===== src/rtl/div_pkg.sv =====
package div_pkg;

    typedef enum logic [1:0] {
        ST_IDLE = 2'd0,
        ST_RUN  = 2'd1,
        ST_FIX  = 2'd2
    } div_state_e;

endpackage


===== src/rtl/div_operand_prep.sv =====
module div_operand_prep #(
    parameter int W = 8
) (
    input  logic [W-1:0] val,
    input  logic         is_signed,
    output logic         neg,
    output logic [W-1:0] mag
);
    always_comb begin
        neg = is_signed & val[W-1];
        mag = neg ? (~val + W'(1)) : val;
    end
endmodule


===== src/rtl/div_restore_step.sv =====
module div_restore_step #(
    parameter int QW = 8,
    parameter int DW = 8
) (
    input  logic [DW:0]   part,
    input  logic [QW-1:0] qsh,
    input  logic [DW-1:0] dmag,
    output logic [DW:0]   part_n,
    output logic [QW-1:0] qsh_n
);
    logic [DW:0] shifted;
    logic [DW:0] dext;
    logic        fits;

    always_comb begin
        shifted = {part[DW-1:0], qsh[QW-1]};
        dext    = {1'b0, dmag};
        fits    = (shifted >= dext);
        part_n  = fits ? (shifted - dext) : shifted;
        qsh_n   = {qsh[QW-2:0], fits};
    end
endmodule


===== src/rtl/div_sign_fix.sv =====
module div_sign_fix #(
    parameter int QW = 8,
    parameter int DW = 8,
    parameter int RW = 9
) (
    input  logic [QW-1:0] qmag,
    input  logic [DW-1:0] rmag,
    input  logic          neg_a,
    input  logic          neg_b,
    input  logic          flr,
    input  logic          zero,
    input  logic [RW-1:0] a_ext,
    input  logic [RW-1:0] b_ext,
    output logic [RW-1:0] quo,
    output logic [RW-1:0] rem
);
    logic [RW-1:0] qm_x, rm_x, q_t, r_t;
    logic          adj;

    always_comb begin
        qm_x = RW'(qmag);
        rm_x = RW'(rmag);
        q_t  = (neg_a ^ neg_b) ? (~qm_x + RW'(1)) : qm_x;
        r_t  = neg_a ? (~rm_x + RW'(1)) : rm_x;
        adj  = flr && (neg_a ^ neg_b) && (rmag != '0);
        if (zero) begin
            quo = '1;
            rem = a_ext;
        end else begin
            quo = adj ? (q_t - RW'(1)) : q_t;
            rem = adj ? (r_t + b_ext) : r_t;
        end
    end
endmodule


===== src/rtl/dualround_divider.sv =====
module dualround_divider
    import div_pkg::*;
#(
    parameter int DVD_W = 8,
    parameter int DVS_W = 8,
    parameter int RES_W = ((DVD_W > DVS_W) ? DVD_W : DVS_W) + 1
) (
    input  logic             clk,
    input  logic             rst_n,
    input  logic             start,
    input  logic             floor_mode,
    input  logic             dvd_signed,
    input  logic             dvs_signed,
    input  logic [DVD_W-1:0] dividend,
    input  logic [DVS_W-1:0] divisor,
    output logic             busy,
    output logic             done,
    output logic             div_zero,
    output logic [RES_W-1:0] quotient,
    output logic [RES_W-1:0] remainder
);
    localparam int CNT_W = $clog2(DVD_W + 1);
    localparam int PW    = DVS_W + 1;
    localparam int AX    = RES_W - DVD_W;
    localparam int BX    = RES_W - DVS_W;

    typedef struct packed {
        div_state_e       st;
        logic [CNT_W-1:0] cnt;
        logic [PW-1:0]    part;
        logic [DVD_W-1:0] qsh;
        logic [DVS_W-1:0] dmag;
        logic             neg_a;
        logic             neg_b;
        logic             flr;
        logic             zero;
        logic [RES_W-1:0] a_ext;
        logic [RES_W-1:0] b_ext;
        logic             done;
        logic             err;
        logic [RES_W-1:0] quo;
        logic [RES_W-1:0] rem;
    } div_regs_t;

    div_regs_t r_d, r_q;

    logic             a_neg, b_neg;
    logic [DVD_W-1:0] a_mag;
    logic [DVS_W-1:0] b_mag;
    logic [PW-1:0]    step_part;
    logic [DVD_W-1:0] step_q;
    logic [RES_W-1:0] fix_quo, fix_rem;

    div_operand_prep #(.W(DVD_W)) u_prep_a (
        .val(dividend), .is_signed(dvd_signed), .neg(a_neg), .mag(a_mag)
    );

    div_operand_prep #(.W(DVS_W)) u_prep_b (
        .val(divisor), .is_signed(dvs_signed), .neg(b_neg), .mag(b_mag)
    );

    div_restore_step #(.QW(DVD_W), .DW(DVS_W)) u_step (
        .part(r_q.part), .qsh(r_q.qsh), .dmag(r_q.dmag),
        .part_n(step_part), .qsh_n(step_q)
    );

    div_sign_fix #(.QW(DVD_W), .DW(DVS_W), .RW(RES_W)) u_fix (
        .qmag(r_q.qsh), .rmag(r_q.part[DVS_W-1:0]),
        .neg_a(r_q.neg_a), .neg_b(r_q.neg_b), .flr(r_q.flr), .zero(r_q.zero),
        .a_ext(r_q.a_ext), .b_ext(r_q.b_ext),
        .quo(fix_quo), .rem(fix_rem)
    );

    always_comb begin
        r_d      = r_q;
        r_d.done = 1'b0;
        unique case (r_q.st)
            ST_IDLE: begin
                if (start) begin
                    r_d.st    = ST_RUN;
                    r_d.cnt   = CNT_W'(DVD_W);
                    r_d.part  = '0;
                    r_d.qsh   = a_mag;
                    r_d.dmag  = b_mag;
                    r_d.neg_a = a_neg;
                    r_d.neg_b = b_neg;
                    r_d.flr   = floor_mode;
                    r_d.zero  = (divisor == '0);
                    r_d.a_ext = {{AX{dvd_signed & dividend[DVD_W-1]}}, dividend};
                    r_d.b_ext = {{BX{dvs_signed & divisor[DVS_W-1]}}, divisor};
                end
            end
            ST_RUN: begin
                r_d.part = step_part;
                r_d.qsh  = step_q;
                r_d.cnt  = r_q.cnt - CNT_W'(1);
                if (r_q.cnt == CNT_W'(1)) begin
                    r_d.st = ST_FIX;
                end
            end
            ST_FIX: begin
                r_d.quo  = fix_quo;
                r_d.rem  = fix_rem;
                r_d.err  = r_q.zero;
                r_d.done = 1'b1;
                r_d.st   = ST_IDLE;
            end
            default: begin
                r_d.st = ST_IDLE;
            end
        endcase
    end

    always_ff @(posedge clk or negedge rst_n) begin
        if (!rst_n) begin
            r_q <= '{st: ST_IDLE, default: '0};
        end else begin
            r_q <= r_d;
        end
    end

    assign busy      = (r_q.st != ST_IDLE);
    assign done      = r_q.done;
    assign div_zero  = r_q.err;
    assign quotient  = r_q.quo;
    assign remainder = r_q.rem;

endmodule


===== config.mk =====
export PLATFORM = sky130hd
export DESIGN_NAME = dualround_divider
export DESIGN_NICKNAME = d
export VERILOG_FILES = /design/src/rtl/div_pkg.sv /design/src/rtl/div_operand_prep.sv /design/src/rtl/div_restore_step.sv /design/src/rtl/div_sign_fix.sv /design/src/rtl/dualround_divider.sv
export SDC_FILE = /design/constraint.sdc
export NUM_CORES = 1
export LEC_CHECK = 0
export BUFFER_PORTS_ARGS = -buffer_cell sky130_fd_sc_hd__buf_2
export CAP_MARGIN = 40
export CORE_MARGIN = 2
export CORE_UTILIZATION = 55
export DETAILED_ROUTE_END_ITERATION = 8
export PLACE_DENSITY = 0.74
export SYNTH_ARGS = -nofsm -noshare
export SYNTH_HDL_FRONTEND = slang
export SYNTH_HIERARCHICAL = 1
export SYNTH_SLANG_ARGS = --single-unit

===== constraint.sdc =====
create_clock -name clk -period 3.5 [get_ports clk]
set_input_delay 0.35 -clock clk [delete_from_list [all_inputs] [get_ports clk]]
set_output_delay 0.35 -clock clk [all_outputs]
set_load 0.1 [all_outputs]

Word-level counts from Yosys, hierarchy flattened
Index checks and enable logic that the tools add are counted.

Register bits after elaboration: 72. Word-level logic and storage cells: 60. Bits of input ports: 22.

Equality and inequality tests: 5. Reduce and logical (&&, ||, !) cells: 10. $lt $le $gt $ge: 1. Add/sub/neg operators: 8. Mux-type cells: 14. Bitwise logic cells: 7.

Operators with widths (count): 9-bit two-way mux (7); 53-bit two-way mux (1); 21-bit case mux with 2 select lines (1); 20-bit two-way mux (1); 9-bit by 1-bit adder with 9-bit output, second input constant (2); 8-bit inverter with 9-bit output (2); 8-bit by 1-bit adder with 8-bit output, second input constant (2); 8-bit two-way mux (2); 8-bit inverter (2); 9-bit adder (1); 9-bit by 8-bit >= comparator with 1-bit output (1); 9-bit by 1-bit subtractor with 9-bit output, second input constant (1); 9-bit by 8-bit subtractor with 9-bit output (1); 8-bit zero test (1); 8-bit nonzero test (1); 2-bit AND reduction (3); 4-bit by 1-bit == test with 1-bit output, second input constant (1); 2-bit != test, second input constant (2); 2-bit case mux with 2 select lines (1); 2-bit nonzero test (2); 4-bit by 1-bit subtractor with 4-bit output, second input constant (1); 1-bit AND (2); 2-bit by 1-bit == test with 1-bit output, second input constant (1); 2-bit == test, second input constant (1); 4 further kinds (5).

Logic depth before layout (Yosys ltp)
Depth in word-level cells: 7. Depth in mapped cells: 13. Mapped depth without buffers: 13.

By module
The synthesis kept the hierarchy.

By module, submodules not included: dualround_divider (cells each 233, seq. area each 1826.8 um2, instances 1, area an instance 3084.2 um2); div_sign_fix (cells each 178, seq. area each 0.0 um2, instances 1, area an instance 1143.6 um2); div_restore_step (cells each 78, seq. area each 0.0 um2, instances 1, area an instance 611.8 um2); div_operand_prep (cells each 25, seq. area each 0.0 um2, instances 2, area an instance 156.4 um2).

Worst setup path before layout
No wires, ideal clock.

Path type: register -> register. Start point: register r_q[61] (netlist bit). End point: register r_q, in the netlist remainder[8]. Cell stages (with the launch flop): 13. Arrival: 2942 ps. Period minus slack after synthesis: 3006 ps. Buffers on the path: 1. Setup slack: 494 ps. Data required time: 3436 ps. Cells stage by stage: dfrtp_1 or3_1 clkbuf_2 or3_1 o31ai_2 xnor2_1 ha_1 a21oi_1 o21ai_0 or3_1 a31o_2 a31oi_1 mux2_2.

Longest elaborated chain between the ends: 6.

Ends and longest elaborated chain: start: declaration (RTL line dualround_divider.sv:45) `div_regs_t r_d, r_q;`; start signal: assignment (RTL line dualround_divider.sv:118) `r_q <= r_d;`; 8-bit inverter with 9-bit output (RTL line div_sign_fix.sv:24) `r_t = neg_a ? (~rm_x + RW'(1)) : rm_x;`; 9-bit by 1-bit adder with 9-bit output (RTL line div_sign_fix.sv:24); 9-bit two-way mux (RTL line div_sign_fix.sv:24); 9-bit adder (RTL line div_sign_fix.sv:31) `rem = adj ? (r_t + b_ext) : r_t;`; 9-bit two-way mux (*) (RTL line div_sign_fix.sv:31); 9-bit two-way mux (*) (RTL line div_sign_fix.sv:26) `if (zero) begin`; net fix_rem[8] (RTL line dualround_divider.sv:52) `logic [RES_W-1:0] fix_quo, fix_rem;`.

The timed path passes the listed nets; every way through them passes the cells marked *. A chain may end at the register's enable or synchronous reset.

Worst setup path in the final report
Same ends and word-level chain as after synthesis.

==> impl_metrics.toml <==
[die]
pin_count = 43
fp.dieArea_sq_um = 10000
start_util_pct = 55.9
die_h_microns = 100
std_cell_rows = 35
die_w_microns = 100
core_area_sq_um = 9060

[timing]
slew_viol_final = 0
finalCritPeriodShare_pct = 93.4
fmax_mhz = 306
rsz0062_at_grt = "no"
hold_violations = 0
setup_viol_count_final = 0
fin_tns_setup_ps = 0
period_needed_ps = 3270
fin_skew_ps = 12.4
worstMarginPinSlew_ps = 692
max_slew_margin_pct = 53.8

[drt]
wirelength_microns = 11300
drc_errors = 0
antenna_left = 0
drt_first_pass_iters = 4
wl_per_cell_microns = 17.2
via_count = 3875
drtIter0Drc = 257
viasPerCell = 5.92

[setup_path]
r2r-end = "remainder[8]"
cp_max_fo = 6
r2r_cells = 11
worstSetupEndpoint = "remainder[8]"
r2r_start = "r_q[61]"
end_kind = "flip-flop"
critPathArrivalTime_ps = 3570
crit_path_start = "r_q[61]"
worstSetupPathType = "flip-flop to flip-flop"
cp.required_ps = 3800
critPathLaunchType = "flip-flop"
ff2ff_setup_slack_ps = 230

[clocking]
cts_buffers = 9
cts_tree = "done"
htreeDepth = 3
clkSinkCount = 72
cts_setup_buffers = 0
worstSkewPairLatency_ps = 350
cts_buffer_depth = 2
clk_pin_slew_ps = 90
cts-root-buf = "clkbuf_8"

[yosys]
syn_area_per_cell_sq_um = 9.61
yosys_warnings = 6
synth_nets = 574
syn_inst = 527
synth_area_sq_um = 5070

[job]
maxCapViolations = 0

[placement]
port_buffers = 42
dpl.hpwl_microns = 8210
place.gp.congestion = 0.930

[global_routing]
grtUsageTotal_pct = 23.7
antenna_found_initial = 0
grt_max_degree = 34
grt_pass1_wl_microns = 18800
overflow = 0
first_global_vias = 3889

[cells_and_area]
insertedDiodeCount = 0
area_growth_pct = 5.78
drive_above_1_share_pct = 23.7
n_fill_cell = 764
nets = 586

[min_path]
hp-class = "input pin to flip-flop"

[status]
status = "finished, final reports clean"
routing by layer:
layer | share of wire [%] | GRT usage, % | up-vias
li1 | - | - | 1842
met2 | 49 | 39.7 | 104
met3 | 3.8 | 3.48 | 16
met4 | 1.7 | 9.06 | 0
met1 | 45 | 31.1 | 1913
met5 | 0 | 0 | -
layout by cell type, fill, tap and decap left out, types with 3 or more instances in the layout:
master	n
dfrtp_1	72
nand2_1	61
buf_2	42
inv_1	33
mux2_2	28
nor2_1	28
o21ai_0	27
a21oi_1	25
ha_1	23
mux2_4	22
xor2_1	20
xnor2_1	18
nor3_1	13
clkbuf_8	11
nand3_1	9
a22oi_1	8
buf_4	7
a31oi_1	7
nor2b_1	5
nand2b_1	5
nor4_1	5
mux2i_1	5
or3_1	5
nand3b_1	4
nand4_1	4
mux2_1	3
o22ai_1	3
o31ai_1	3
how the worst min path moves through the flow:
stage | cells past startpoint | endpoint | from | slack (ps)
floorplan | 0 | div_zero | rst_n | 50
global placement | 1 | r_q[70] | r_q[70] | 480
detailed placement | 1 | quotient[5] | rst_n | 320
CTS | 2 | r_q[39] | floor_mode | 240
global route | 2 | r_q[39] | floor_mode | 250
finish | 2 | r_q[39] | floor_mode | 250
state kept, by name, summed over array words and instances, names as in the netlist:
| signal | count |
|---|---|
| quotient | 9 |
| done | 1 |
| r_q | 52 |
| remainder | 9 |
| div_zero | 1 |
worst max-delay path, cell delays in order, from the launching register on:
cell	delay (ps)
dfrtp_1	440
or3_1	490
or3_1	370
o31ai_2	240
xnor2_1	200
ha_1	330
a21oi_1	150
o21ai_0	100
or3_1	340
a31o_2	260
a31oi_1	150
mux2_2	170
area by class of cell:
class	count	area [sq um]	share of cell area [%]
Multi-Input combinational cell	372	2800	52.2
Sequential cell	72	1800	33.6
Timing Repair Buffer	51	293	5.46
Clock buffer	12	155	2.90
Tap cell	111	139	2.59
Inverter	33	124	2.31
Clock inverter	4	51.3	0.957
through the flow:
stage               hold WS, ps  util, %  cells  setup slack, ps  instance area, sq um
CTS                         242     59.1    655              281                  5360
detailed placement          318     56.7    638              286                  5140
global route                251     59.1    655             72.8                  5360
finish                      252     59.1    655              229                  5360
global placement            478     56.4    636              416                  5110
floorplan                  54.4        -    527              494                  5070
timing repair:
item,in CTS,in global routing
hold buffers,1,0
endpoints found under the hold margin,17,0
resized for setup,0,0
Power is not shown: default switching activity piles up to over one toggle a cycle in this logic, so the estimate is an artifact.
